<file path="src/rtl/wr_pkg.sv">
`timescale 1ns/1ps
package wr_pkg;
   typedef enum logic {
      ST_HDR  = 1'b0,
      ST_BODY = 1'b1
   } wr_state_e;
endpackage

</file>
<file path="src/rtl/wr_decode.sv">
`timescale 1ns/1ps
module wr_decode #(
   parameter int NUM_LINKS = 3,
   parameter int DATA_W    = 8,
   parameter int SELF      = 0,
   parameter int PW        = $clog2(NUM_LINKS + 1)
) (
   input  logic [DATA_W-1:0]           hdr,
   input  logic [NUM_LINKS*DATA_W-1:0] link_addr,
   input  logic [DATA_W-1:0]           local_addr,
   output logic [PW-1:0]               dest,
   output logic                        miss
);
   always_comb begin
      dest = PW'(NUM_LINKS);
      miss = 1'b1;
      // descending scan: lowest matching link wins
      for (int j = NUM_LINKS - 1; j >= 0; j--) begin
         if (j != SELF && hdr == link_addr[j*DATA_W +: DATA_W]) begin
            dest = PW'(j);
            miss = 1'b0;
         end
      end
      if (hdr == local_addr) begin
         dest = PW'(NUM_LINKS);
         miss = 1'b0;
      end
   end
endmodule

</file>
<file path="src/rtl/wr_arbiter.sv">
`timescale 1ns/1ps
module wr_arbiter #(
   parameter int NREQ = 3,
   parameter int IW   = $clog2(NREQ)
) (
   input  logic            clk,
   input  logic            rst_n,
   input  logic [NREQ-1:0] req,
   input  logic            pkt_done,
   output logic            busy,
   output logic [IW-1:0]   owner
);
   logic [IW-1:0] ptr_q;
   logic [IW-1:0] pick;
   logic          any;

   always_comb begin
      pick = '0;
      any  = 1'b0;
      for (int k = NREQ - 1; k >= 0; k--) begin
         automatic int idx = int'(ptr_q) + k;
         if (idx >= NREQ) idx = idx - NREQ;
         if (req[idx]) begin
            pick = IW'(idx);
            any  = 1'b1;
         end
      end
   end

   always_ff @(posedge clk) begin
      if (!rst_n) begin
         busy  <= 1'b0;
         owner <= '0;
         ptr_q <= '0;
      end else if (busy) begin
         if (pkt_done) busy <= 1'b0;
      end else if (any) begin
         busy  <= 1'b1;
         owner <= pick;
         ptr_q <= (int'(pick) == NREQ - 1) ? '0 : pick + 1'b1;
      end
   end
endmodule

</file>
<file path="src/rtl/wr_router.sv">
`timescale 1ns/1ps
module wr_router
   import wr_pkg::*;
#(
   parameter int NUM_LINKS = 3,
   parameter int DATA_W    = 8
) (
   input  logic                              clk,
   input  logic                              rst_n,
   input  logic [NUM_LINKS*DATA_W-1:0]       cfg_link_addr,
   input  logic [DATA_W-1:0]                 cfg_local_addr,
   input  logic                              irq_mask,
   input  logic                              irq_clr,
   input  logic [NUM_LINKS-1:0]              in_valid,
   output logic [NUM_LINKS-1:0]              in_ready,
   input  logic [NUM_LINKS*DATA_W-1:0]       in_data,
   input  logic [NUM_LINKS-1:0]              in_end,
   input  logic [NUM_LINKS-1:0]              in_eep,
   output logic [NUM_LINKS:0]                out_valid,
   input  logic [NUM_LINKS:0]                out_ready,
   output logic [(NUM_LINKS+1)*DATA_W-1:0]   out_data,
   output logic [NUM_LINKS:0]                out_end,
   output logic [NUM_LINKS:0]                out_eep,
   output logic                              irq
);
   localparam int NPORT = NUM_LINKS + 1;
   localparam int PW    = $clog2(NPORT);
   localparam int LW    = $clog2(NUM_LINKS);

   if (NUM_LINKS < 2) begin : g_bad_links
      $error("wr_router: NUM_LINKS must be at least 2");
   end
   if (DATA_W < 2) begin : g_bad_width
      $error("wr_router: DATA_W must be at least 2");
   end

   wr_state_e             st_q     [NUM_LINKS];
   logic [PW-1:0]         dest_q   [NUM_LINKS];
   logic [PW-1:0]         dec_dest [NUM_LINKS];
   logic [NUM_LINKS-1:0]  dec_miss;
   logic [NUM_LINKS-1:0]  hdr_phase;
   logic [NUM_LINKS-1:0]  hdr_fire;
   logic [NUM_LINKS-1:0]  hdr_miss;
   logic [NUM_LINKS-1:0]  gnt;
   logic [NPORT-1:0]      arb_busy;
   logic [NPORT-1:0]      out_done;
   logic [LW-1:0]         arb_owner [NPORT];
   logic [NPORT*LW-1:0]   arb_owner_flat;
   logic                  irq_flag;

   // ---------------- input side ----------------
   for (genvar i = 0; i < NUM_LINKS; i++) begin : g_in
      wr_decode #(
         .NUM_LINKS (NUM_LINKS),
         .DATA_W    (DATA_W),
         .SELF      (i),
         .PW        (PW)
      ) u_dec (
         .hdr        (in_data[i*DATA_W +: DATA_W]),
         .link_addr  (cfg_link_addr),
         .local_addr (cfg_local_addr),
         .dest       (dec_dest[i]),
         .miss       (dec_miss[i])
      );

      assign hdr_phase[i] = (st_q[i] == ST_HDR);
      assign hdr_fire[i]  = hdr_phase[i] & in_valid[i] & ~in_end[i];
      assign hdr_miss[i]  = hdr_fire[i] & dec_miss[i];
      assign gnt[i]       = arb_busy[dest_q[i]] && (arb_owner[dest_q[i]] == LW'(i));
      assign in_ready[i]  = hdr_phase[i] | (gnt[i] & out_ready[dest_q[i]]);

      always_ff @(posedge clk) begin
         if (!rst_n) begin
            st_q[i]   <= ST_HDR;
            dest_q[i] <= '0;
         end else if (hdr_fire[i]) begin
            st_q[i]   <= ST_BODY;
            dest_q[i] <= dec_dest[i];
         end else if (!hdr_phase[i] && in_valid[i] && in_ready[i] && in_end[i]) begin
            st_q[i]   <= ST_HDR;
         end
      end
   end

   // ---------------- output side ----------------
   for (genvar o = 0; o < NPORT; o++) begin : g_out
      logic [NUM_LINKS-1:0] req;
      for (genvar i = 0; i < NUM_LINKS; i++) begin : g_req
         assign req[i] = !hdr_phase[i] && (dest_q[i] == PW'(o));
      end

      wr_arbiter #(
         .NREQ (NUM_LINKS),
         .IW   (LW)
      ) u_arb (
         .clk      (clk),
         .rst_n    (rst_n),
         .req      (req),
         .pkt_done (out_done[o]),
         .busy     (arb_busy[o]),
         .owner    (arb_owner[o])
      );

      assign out_valid[o]                  = arb_busy[o] & in_valid[arb_owner[o]];
      assign out_data[o*DATA_W +: DATA_W]  = in_data[arb_owner[o]*DATA_W +: DATA_W];
      assign out_end[o]                    = in_end[arb_owner[o]];
      assign out_eep[o]                    = in_eep[arb_owner[o]];
      assign out_done[o]                   = out_valid[o] & out_ready[o] & out_end[o];
      assign arb_owner_flat[o*LW +: LW]    = arb_owner[o];
   end

   // ---------------- error interrupt ----------------
   always_ff @(posedge clk) begin
      if (!rst_n)           irq_flag <= 1'b0;
      else if (|hdr_miss)   irq_flag <= 1'b1;
      else if (irq_clr)     irq_flag <= 1'b0;
   end

   assign irq = irq_flag & irq_mask;
endmodule

</file>
<file path="config.mk">
export PLATFORM = sky130hd
export DESIGN_NAME = wr_router
export DESIGN_NICKNAME = d
export VERILOG_FILES = /design/src/rtl/wr_pkg.sv /design/src/rtl/wr_decode.sv /design/src/rtl/wr_arbiter.sv /design/src/rtl/wr_router.sv
export SDC_FILE = /design/constraint.sdc
export NUM_CORES = 1
export LEC_CHECK = 0
export CELL_PAD_IN_SITES_DETAIL_PLACEMENT = 1
export CELL_PAD_IN_SITES_GLOBAL_PLACEMENT = 1
export CORE_ASPECT_RATIO = 0.8
export CORE_MARGIN = 5
export CORE_UTILIZATION = 50
export DETAILED_ROUTE_END_ITERATION = 16
export DONT_BUFFER_PORTS = 1
export GPL_ROUTABILITY_DRIVEN = 0
export PLACE_DENSITY = 0.95
export SYNTH_ARGS = -nofsm -noshare
export SYNTH_HDL_FRONTEND = slang
export SYNTH_SLANG_ARGS = --single-unit
</file>
<file path="constraint.sdc">
create_clock -name clk -period 3 [get_ports clk]
set_input_delay 0.6 -clock clk [delete_from_list [all_inputs] [get_ports clk]]
set_output_delay 0.6 -clock clk [all_outputs]
set_load 0.05 [all_outputs]
</file>
==> run summary <==
Post-Synth Adder-Cell Area - 4.033%
RSZ-0062 raised after global routing - false
first-pass GRT wire length - 25.14 mm
hold path cells - 1
ys async rst share - 0%
XOR/XNOR share of the synthesized area - 15.52%
setup bufs post-CTS - 0
slowest CP cell - o21ai_1
Critical Path Source - g_out[3].u_arb.owner[1]$_SDFFE_PN0P_
status - finished, final reports clean
Slew Limit Headroom - 27.89%
peak fanout along the critical path - 16
post-synthesis sequential area ratio - 16.75%
Mapped Avg Cell Area - 7.610 um^2
worst skew pair latency - 0.30 ns
R2R depth - 4
highest clock rate - 351.1 MHz
Final Hold Violating Endpoints - 0
Critical Path RT - 2.40 ns
TritonCTS buffer count - 5
H-tree depth - 2
Post-route DRC - 0
Root Driver - clkbuf_8
DR iter-0 viols - 380
skew final - 0.01247 ns
Tcrit/Tclk final - 94.95%
Reg2Reg Setup Slack - 0.75 ns
num rows - 29
CTS Hold Bufs - 0
Clock transition at path regs - 0.07 ns
Longest Clk Path Bufs - 2
leak pwr - 1.495 nW
Max Cap Viol - 0
most common cell after layout, fill and taps aside - nand2_1
worst hold path class - in -> reg
r2r startpoint - g_out[3].u_arb.owner[1]$_SDFFE_PN0P_
CTS resizes - 0
Max VDD drop - 0.1755 mV
most frequent cells in the layout - 76 x nand2_1, 59 x mux2i_1, 56 x xnor2_1
pwr dens - 346.1 nW/um^2
num ports - 121
area of the die - 10040 um^2
detailed-route via count - 4420
Syn. warnings - 0
chip height - 90.64 um
critical path's top delay family - compound AO/OA/AOI/OAI gates
FF-to-FF End - st_q[2]$_DFF_P_
number of iterations in the first detailed-routing pass - 5
# nets final - 621
critical path's largest stage delay - 0.84 ns
WP buf/inv - 0
crit path time final - 2.848 ns
largest net degree at the start of global routing - 35
Gate Count Post-Synth - 534
I/O Buffers - 0
# setup viols final - 0
post-layout util - 56.45%
Mapped Area - 4064 um^2
Initial Utilization - 51.38%
gr usage total - 31.09%
hold_sp - rst_n
WHS Endpoint - g_out[2].u_arb.busy$_SDFF_PN0_
TritonCTS clock tree - done
vias in the first global route - 4733
area grow syn2layout - 9.883%
post-synthesis compound-gate area fraction - 17.76%
chip width - 110.8 um
Synth Register Bits - 30
DP Wirelength - 12.67 mm
Core Box Area - 7910 um^2
Data arrival, critical path - 2.25 ns
dominant synthesized flop cell - dfxtp_1
CP Capture Type - primary output
setup TNS - 0 ns
wire per inst - 25.07 um
Post-synth EDFFs - 8
layout cell share with drive strength beyond 1 - 14.97%
crit-path cells - nand2_1 -> o221a_2 -> o21ai_1
Clock Sinks - 30
gr ovfl total - 0
DRT Wirelength - 16.27 mm
initial antenna violation count - 0
Netlist cell types - 59
main combinational cell family by area after synthesis - simple AND/OR/NAND/NOR gates
Antenna diodes - 0
Least-Margin Pin Slew - 1.074 ns
WS Path Type - reg -> out
Mapped Nets - 615
Max Slew Vio Count - 0
startpoint types - flop
simple-gate area share of the yosys netlist - 23.71%
multiplexer share of the synthesized area - 15.09%
Routed Antenna Nets - 0
Avg Vias per Cell - 6.810
==> synth_stat cells (all sizes together) (2+ instances only) <==
library cell,instances,area share (%)
o21a,2,0.37
o22ai,2,0.31
nor4,6,0.92
o211a,2,0.49
nand3,10,1.5
o31ai,2,0.37
buf,13,1.8
a221oi,2,0.43
or4,3,0.55
a21oi,14,1.7
nor3b,4,0.74
o2111ai,2,0.43
or3b,3,0.71
nand4b,5,1.1
nand2b,2,0.31
xor2,16,3.4
o21ai,54,6.7
nand2,76,7.0
a21o,2,0.37
xnor2,56,12
nand4,16,2.5
inv,16,1.5
nor2b,9,1.4
ha,8,2.5
nor3,2,0.25
or2,5,0.77
o211ai,3,0.55
a211oi,9,2.9
edfxtp,8,5.9
maj3,6,1.6
o311ai,4,0.86
dfxtp,22,11
clkbuf,42,3.9
mux2i,59,15
a31oi,2,0.31
and3b,3,0.65
and2,10,1.6
mux2,2,0.55
nand3b,8,2.1
a32o,3,0.74
nor2,15,1.4
==> stage by stage <==
step	power, mW	hold WS (ns)	cell area, um^2	std cells	worst slack [ns]
after global routing	1.599	0.4268	4466	649	0.06412
final	1.545	0.4176	4466	649	0.1515
after detailed placement	1.179	0.4814	4374	641	0.5024
after CTS	1.538	0.4181	4466	649	0.1752
after global placement	1.139	0.4614	4374	641	0.5579
after floorplan	1.052	0.4515	4064	534	0.1925
==> cells by family (layout without fill, tap and decap cells) <==
group | Yosys count | after routing
buffers and inverters | 71 | 78
XOR/XNOR | 72 | 72
multiplexers | 61 | 61
adder cells (fa/ha/maj) | 14 | 14
flip-flops | 30 | 30
AND/OR/NAND/NOR | 178 | 178
AO/OA/AOI/OAI | 108 | 108
==> registers in the layout (all words and copies together), names as in the netlist <==
signal	cells
dest_q	6
irq_flag	1
g_out.u_arb.ptr_q	8
g_out.u_arb.owner	8
g_out.u_arb.busy	4
st_q	3
==> layer usage <==
layer  routed length [um]  GRT usage, %  vias up
met5                    0             0        -
met4                  707         14.97        0
met3                 1671         10.45       77
met2                 7844         52.22      277
met1                 6049         35.45     2188
li1                     -             -     1878
==> worst reg2reg max path, stage by stage (launching register included) <==
cell	delay, ns
dfxtp_1	0.71
nand2_1	0.11
o221a_2	0.29
o21ai_1	0.84
a21oi_1	0.13
==> worst max-delay path by stage <==
| stage | cells after the start | end | slack (ns) |
|---|---|---|---|
| after floorplan | 4 | out_data[10] | 0.19 |
| after global placement | 3 | in_ready[2] | 0.56 |
| after detailed placement | 3 | in_ready[2] | 0.50 |
| after CTS | 3 | in_ready[2] | 0.18 |
| after global routing | 3 | in_ready[2] | 0.06 |
| final | 3 | in_ready[2] | 0.15 |
==> final cells by class <==
class                      count  area (um^2)
multi-input combinational    433         3093
fill                        1024         3445
sequential                    30        680.7
clock inverter                 1        5.005
tap                          108        135.1
inverter                      16        60.06
clock buffer                   7        86.33
timing repair buffer          54        405.4
==> power by group <==
group | leakage, nW | internal (mW) | switching [mW]
Clock | 0.0482 | 0.185 | 0.181
Combinational | 1.18 | 0.266 | 0.418
Sequential | 0.264 | 0.445 | 0.0505
Total | 1.49 | 0.896 | 0.649
Note: power is estimated with default switching activity, not from simulation.
